## src/rtl/nextpc_pkg.sv

```systemverilog
package nextpc_pkg;
  localparam int XLEN     = 32;
  localparam int OFF_W    = 16;
  localparam int JT_W     = 26;
  localparam int RIDX_W   = 5;
  localparam int KIND_W   = 4;
  localparam int INSN_B   = 4;
  localparam int HI_W     = XLEN - JT_W - 2;
  localparam logic [RIDX_W-1:0] LINK_REG = RIDX_W'(31);

  typedef enum logic [KIND_W-1:0] {
    XK_NONE   = 4'd0,
    XK_EQ     = 4'd1,
    XK_NE     = 4'd2,
    XK_LEZ    = 4'd3,
    XK_GTZ    = 4'd4,
    XK_LTZ    = 4'd5,
    XK_GEZ    = 4'd6,
    XK_LTZ_LK = 4'd7,
    XK_GEZ_LK = 4'd8,
    XK_JMP    = 4'd9,
    XK_JMP_LK = 4'd10,
    XK_JREG   = 4'd11
  } xfer_kind_e;

  typedef logic [XLEN-1:0] addr_t;

  // sequential successor
  function automatic addr_t f_seq(input addr_t pc);
    return pc + addr_t'(INSN_B);
  endfunction

  // return address that steps over the delay slot
  function automatic addr_t f_ret(input addr_t pc);
    return pc + addr_t'(2 * INSN_B);
  endfunction

  // displacement in words, widened with sign and scaled to bytes
  function automatic addr_t f_brtgt(input addr_t pc, input logic [OFF_W-1:0] off);
    addr_t disp;
    disp = {{(XLEN-OFF_W-2){off[OFF_W-1]}}, off, 2'b00};
    return f_seq(pc) + disp;
  endfunction

  // region bits of the PC, word field, byte alignment
  function automatic addr_t f_jtgt(input addr_t pc, input logic [JT_W-1:0] jt);
    return {pc[XLEN-1 -: HI_W], jt, 2'b00};
  endfunction
endpackage

```

## src/rtl/nextpc_cond.sv

```systemverilog
module nextpc_cond
  import nextpc_pkg::*;
(
  input  logic [KIND_W-1:0] kind_i,
  input  logic [XLEN-1:0]   opa_i,
  input  logic [XLEN-1:0]   opb_i,
  output logic              take_o,
  output logic              link_o,
  output logic              uncond_o
);
  logic a_neg, a_zero, ab_eq;

  assign a_neg  = opa_i[XLEN-1];
  assign a_zero = (opa_i == '0);
  assign ab_eq  = (opa_i == opb_i);

  always_comb begin
    take_o   = 1'b0;
    link_o   = 1'b0;
    uncond_o = 1'b0;
    case (xfer_kind_e'(kind_i))
      XK_EQ:     take_o = ab_eq;
      XK_NE:     take_o = !ab_eq;
      XK_LEZ:    take_o = a_neg || a_zero;
      XK_GTZ:    take_o = !a_neg && !a_zero;
      XK_LTZ:    take_o = a_neg;
      XK_GEZ:    take_o = !a_neg;
      XK_LTZ_LK: begin take_o = a_neg;  link_o = 1'b1; end
      XK_GEZ_LK: begin take_o = !a_neg; link_o = 1'b1; end
      XK_JMP:    begin take_o = 1'b1; uncond_o = 1'b1; end
      XK_JMP_LK: begin take_o = 1'b1; uncond_o = 1'b1; link_o = 1'b1; end
      XK_JREG:   begin take_o = 1'b1; uncond_o = 1'b1; end
      default:   ;
    endcase
  end
endmodule

```

## src/rtl/nextpc_target.sv

```systemverilog
module nextpc_target
  import nextpc_pkg::*;
(
  input  logic [KIND_W-1:0] kind_i,
  input  logic [XLEN-1:0]   pc_i,
  input  logic [XLEN-1:0]   opa_i,
  input  logic [OFF_W-1:0]  off_i,
  input  logic [JT_W-1:0]   jtgt_i,
  output logic [XLEN-1:0]   tgt_o
);
  always_comb begin
    case (xfer_kind_e'(kind_i))
      XK_JMP, XK_JMP_LK: tgt_o = f_jtgt(pc_i, jtgt_i);
      XK_JREG:           tgt_o = opa_i;
      default:           tgt_o = f_brtgt(pc_i, off_i);
    endcase
  end
endmodule

```

## src/rtl/nextpc_core.sv

```systemverilog
module nextpc_core
  import nextpc_pkg::*;
#(
  parameter logic [31:0] RESET_PC = 32'hBFC0_0000
) (
  input  logic        clk,
  input  logic        rst_n,
  input  logic        issue_i,
  input  logic [31:0] pc_i,
  input  logic [3:0]  kind_i,
  input  logic [31:0] opa_i,
  input  logic [31:0] opb_i,
  input  logic [15:0] off_i,
  input  logic [25:0] jtgt_i,
  output logic [31:0] npc_o,
  output logic        taken_o,
  output logic        link_we_o,
  output logic [4:0]  link_idx_o,
  output logic [31:0] link_val_o
);
  logic cond_take, cond_link, cond_uncond;
  addr_t tgt_w;

  nextpc_cond u_cond (
    .kind_i  (kind_i),
    .opa_i   (opa_i),
    .opb_i   (opb_i),
    .take_o  (cond_take),
    .link_o  (cond_link),
    .uncond_o(cond_uncond)
  );

  nextpc_target u_tgt (
    .kind_i (kind_i),
    .pc_i   (pc_i),
    .opa_i  (opa_i),
    .off_i  (off_i),
    .jtgt_i (jtgt_i),
    .tgt_o  (tgt_w)
  );

  // named events for the checks below
  logic  ev_take, ev_slot, ev_seq;
  logic  pend_q;
  addr_t pend_tgt_q, npc_q;

  assign ev_take = issue_i && cond_take && !pend_q;
  assign ev_slot = issue_i && pend_q;
  assign ev_seq  = issue_i && !pend_q;

  assign taken_o    = issue_i && cond_take;
  assign link_we_o  = issue_i && cond_link;
  assign link_idx_o = LINK_REG;
  assign link_val_o = f_ret(pc_i);
  assign npc_o      = npc_q;

  always_ff @(posedge clk) begin
    if (!rst_n) begin
      npc_q      <= RESET_PC;
      pend_q     <= 1'b0;
      pend_tgt_q <= '0;
    end else if (ev_slot) begin
      npc_q  <= pend_tgt_q;
      pend_q <= 1'b0;
    end else if (ev_seq) begin
      npc_q <= f_seq(pc_i);
      if (ev_take) begin
        pend_q     <= 1'b1;
        pend_tgt_q <= tgt_w;
      end
    end
  end

  // a taken transfer still fetches its delay slot first
  p_slot_first_r7: assert property (@(posedge clk) disable iff (!rst_n)
    ev_take |=> (npc_o == $past(pc_i) + 32'd4 && pend_q));
  // the slot instruction consumes the pending redirect
  p_redirect_once_r7: assert property (@(posedge clk) disable iff (!rst_n)
    ev_slot |=> !pend_q);
  // nothing pending after a non-taken issue
  p_fallthru_r8: assert property (@(posedge clk) disable iff (!rst_n)
    (ev_seq && !cond_take) |=> (!pend_q && npc_o == $past(pc_i) + 32'd4));
  // stall holds state
  p_hold_r10: assert property (@(posedge clk) disable iff (!rst_n)
    !issue_i |=> ($stable(npc_o) && $stable(pend_q)));
  // no decision reported without issue
  p_idle_r10: assert property (@(posedge clk) disable iff (!rst_n)
    !issue_i |-> (!taken_o && !link_we_o));
  // unconditional kinds always transfer
  p_uncond_r5: assert property (@(posedge clk) disable iff (!rst_n)
    (issue_i && cond_uncond) |-> taken_o);
  // no-transfer kind never taken
  p_none_r11: assert property (@(posedge clk) disable iff (!rst_n)
    (issue_i && kind_i == 4'd0) |-> !taken_o);
  // link write only for linking kinds
  p_link_kind_r9: assert property (@(posedge clk) disable iff (!rst_n)
    link_we_o |-> (kind_i == 4'd7 || kind_i == 4'd8 || kind_i == 4'd10));
  // input rule: no taken transfer in a delay slot
  p_no_nested_r7: assert property (@(posedge clk) disable iff (!rst_n)
    ev_slot |-> !cond_take);
endmodule

```

## config.mk

```make
export PLATFORM = sky130hd
export DESIGN_NAME = nextpc_core
export DESIGN_NICKNAME = d
export VERILOG_FILES = /design/src/rtl/nextpc_pkg.sv /design/src/rtl/nextpc_cond.sv /design/src/rtl/nextpc_target.sv /design/src/rtl/nextpc_core.sv
export SDC_FILE = /design/constraint.sdc
export NUM_CORES = 1
export LEC_CHECK = 0
export BUFFER_PORTS_ARGS = -buffer_cell sky130_fd_sc_hd__buf_4
export CORE_UTILIZATION = 48
export DETAILED_ROUTE_END_ITERATION = 8
export PLACE_DENSITY = 0.79
export SYNTH_ARGS = -nofsm -noshare
export SYNTH_HDL_FRONTEND = slang
export SYNTH_HIERARCHICAL = 1
export SYNTH_SLANG_ARGS = --single-unit
```

## constraint.sdc

```tcl
create_clock -name clk -period 3.42 [get_ports clk]
set_input_delay 0.684 -clock clk [delete_from_list [all_inputs] [get_ports clk]]
set_output_delay 0.684 -clock clk [all_outputs]
set_load 0.1 [all_outputs]
```

==> impl_metrics.py <==
metrics = {
    "outcome": {
        "status": "complete, no violations",
    },
    "cts": {
        "clk_pin_slew_ps": 60,
        "cts_made_buffers": 9,
        "cts_max_path_buffers": 2,
        "insertion_delay_ps": 330,
        "cts_max_level": 3,
        "ctsHoldBuffers": 0,
        "cts_sinks": 65,
        "cts_tree": "yes",
        "clock-root-buffer": "clkbuf_16",
    },
    "layout": {
        "final_common_cell": "buf_4",
        "final_core_util_pct": 68.31,
        "instances_no_fill": 1328,
        "nNetsFinal": 1350,
        "drive_gt1_share_pct": 30.34,
        "final_cell_mix": "buf_4 (288), nand2_1 (126), o21ai_0 (68)",
        "area_growth_pct": 38.48,
    },
    "routing": {
        "drc": 0,
        "vias_per_cell": 5.852,
        "routed_wl_mm": 25.29,
        "vias": 7771,
        "drt_iter0_markers": 836,
        "dr.pass1.iters": 6,
        "wl_per_cell_um": 19.05,
        "drtAntennaViolNets": 0,
    },
    "setup_path": {
        "arrival_ps": 2670,
        "worst_path_most_repeated_cell": "buf_4",
        "cpMaxStageDelayCell": "nor4_2",
        "cp_max_fo": 3,
        "max_stage_delay_ps": 400,
        "cp-start-kind": "primary input",
        "required_ps": 2740,
        "path_class": "primary input to primary output",
        "end_kind": "primary output",
        "cp_cell_sequence": "buf_4 > xnor2_1 > nand4_1 > nor4_2 > a211oi_1 > a31oi_1 > nand3_1 > and2_1 > buf_4",
    },
    "sta": {
        "rsz0062_at_grt": "no",
        "finalCritPeriodShare_pct": 98.06,
        "setup_viol": 0,
        "slew_headroom_pct": 28.75,
        "min_period_ps": 3354,
        "clock.fmax_mhz": 298.2,
        "worst_slew_pin_slew_ps": 1069,
        "drv_slew": 0,
        "hold_viol": 0,
        "skew_ps": 9.626,
        "holdWs_ps": 465.0,
    },
    "floorplan": {
        "placeableCoreArea_um2": 13930,
        "fp.dieW_um": 121.7,
        "row_count": 43,
        "die-area_um2": 14800,
        "ios": 216,
        "die_height_um": 121.7,
        "initial_core_util_pct": 49.33,
    },
    "placed_design": {
        "portBuffers": 210,
        "hpwl_mm": 20.22,
        "dp.cells": 1308,
        "routabilityCongestion": 0.9413,
    },
    "global_routing": {
        "grt_pass1_wl_mm": 38.28,
        "antenna_found_initial": 1,
        "grt_pass1_vias": 7139,
        "grtUsageTotal_pct": 33.89,
        "grt-ovfl-total": 0,
        "grt_max_degree": 68,
    },
    "pwr": {
        "irDropWorstVdd_mv": 0.2451,
        "total_power_mw": 3.593,
        "power_density_nw_per_um2": 377.4,
        "leakage_nw": 4.259,
    },
    "synth": {
        "syn_inst": 899,
        "ys_warn_count": 6,
        "postSynthAreaPerCell_um2": 7.646,
        "syn_area_um2": 6874,
    },
    "job": {
        "cap_viol_max_count": 0,
    },
    "min_path": {
        "hold_class": "flip-flop to flip-flop",
    },
}
## through the flow
step	setup WS [ps]	setup TNS, ps	cell area, µm²
2_1_floorplan	-145.2	-172.9	7118
3_3_place_gp	-163.2	-930.1	9125
3_5_place_dp	-234.0	-1545	9125
4_1_cts	94.70	0	9479
5_1_grt	5.207	0	9517
6_report	66.27	0	9519
## worst paths after layout
check                             start                          to  slack [ps]  depth (start not counted)
min          pend_tgt_q[2]$_SDFFE_PN0P_  pend_tgt_q[2]$_SDFFE_PN0P_         460                          2
max                            opa_i[3]                     taken_o          70                          9
min reg2reg  pend_tgt_q[2]$_SDFFE_PN0P_  pend_tgt_q[2]$_SDFFE_PN0P_         460                          2
max reg2reg         pend_q$_SDFFE_PP0P_      npc_o[18]$_SDFFE_PN0P_        1470                          4
## where the power goes
group | switching [mW] | internal [mW] | leakage (nW) | total (mW)
logic | 1.04 | 0.594 | 3.56 | 1.64
clock network | 0.367 | 0.735 | 0.169 | 1.10
registers | 0.0395 | 0.813 | 0.533 | 0.853
total | 1.45 | 2.14 | 4.26 | 3.59
## timing repair
action / 4_1_cts / 5_1_grt
setup buffers: 0 / 3
setup endpoints to repair: 0 / 5
resized for setup: 0 / 5
## area by class of cell
class                           count  area (µm²)
Clock inverter                      6       115.1
Clock buffer                       10       239.0
Sequential cell                    65        1301
Inverter                           37       138.9
Fill cell                        1193        4415
Tap cell                          180       225.2
Timing Repair Buffer              288        2162
Antenna cell                        1       2.502
Multi-Input combinational cell    741        5335
## flip-flops by register name, indices dropped and copies added, names as in the netlist
signal and count:
npc_o 32, pend_tgt_q 32, pend_q 1
## worst max-delay path: cells and delay by family
kind	cells	cell delay, ps
xor gates and xnor gates	1	330
buffers and inverters	2	370
AOI/OAI and AO/OA	2	280
and+or+nand+nor	4	1020
## routing by layer
metal / share of wire [%] / track usage (%) / vias to the layer above / wire (µm)
met4: 3.1 / 11.73 / 0 / 784
met5: 0 / 0 / - / 0
met1: 43 / 44.92 / 3565 / 10790
met2: 46 / 54.87 / 441 / 11530
met3: 8.6 / 6.320 / 57 / 2186
li1: - / - / 3708 / -
No activity file was read; power rests on OpenSTA's default activity.
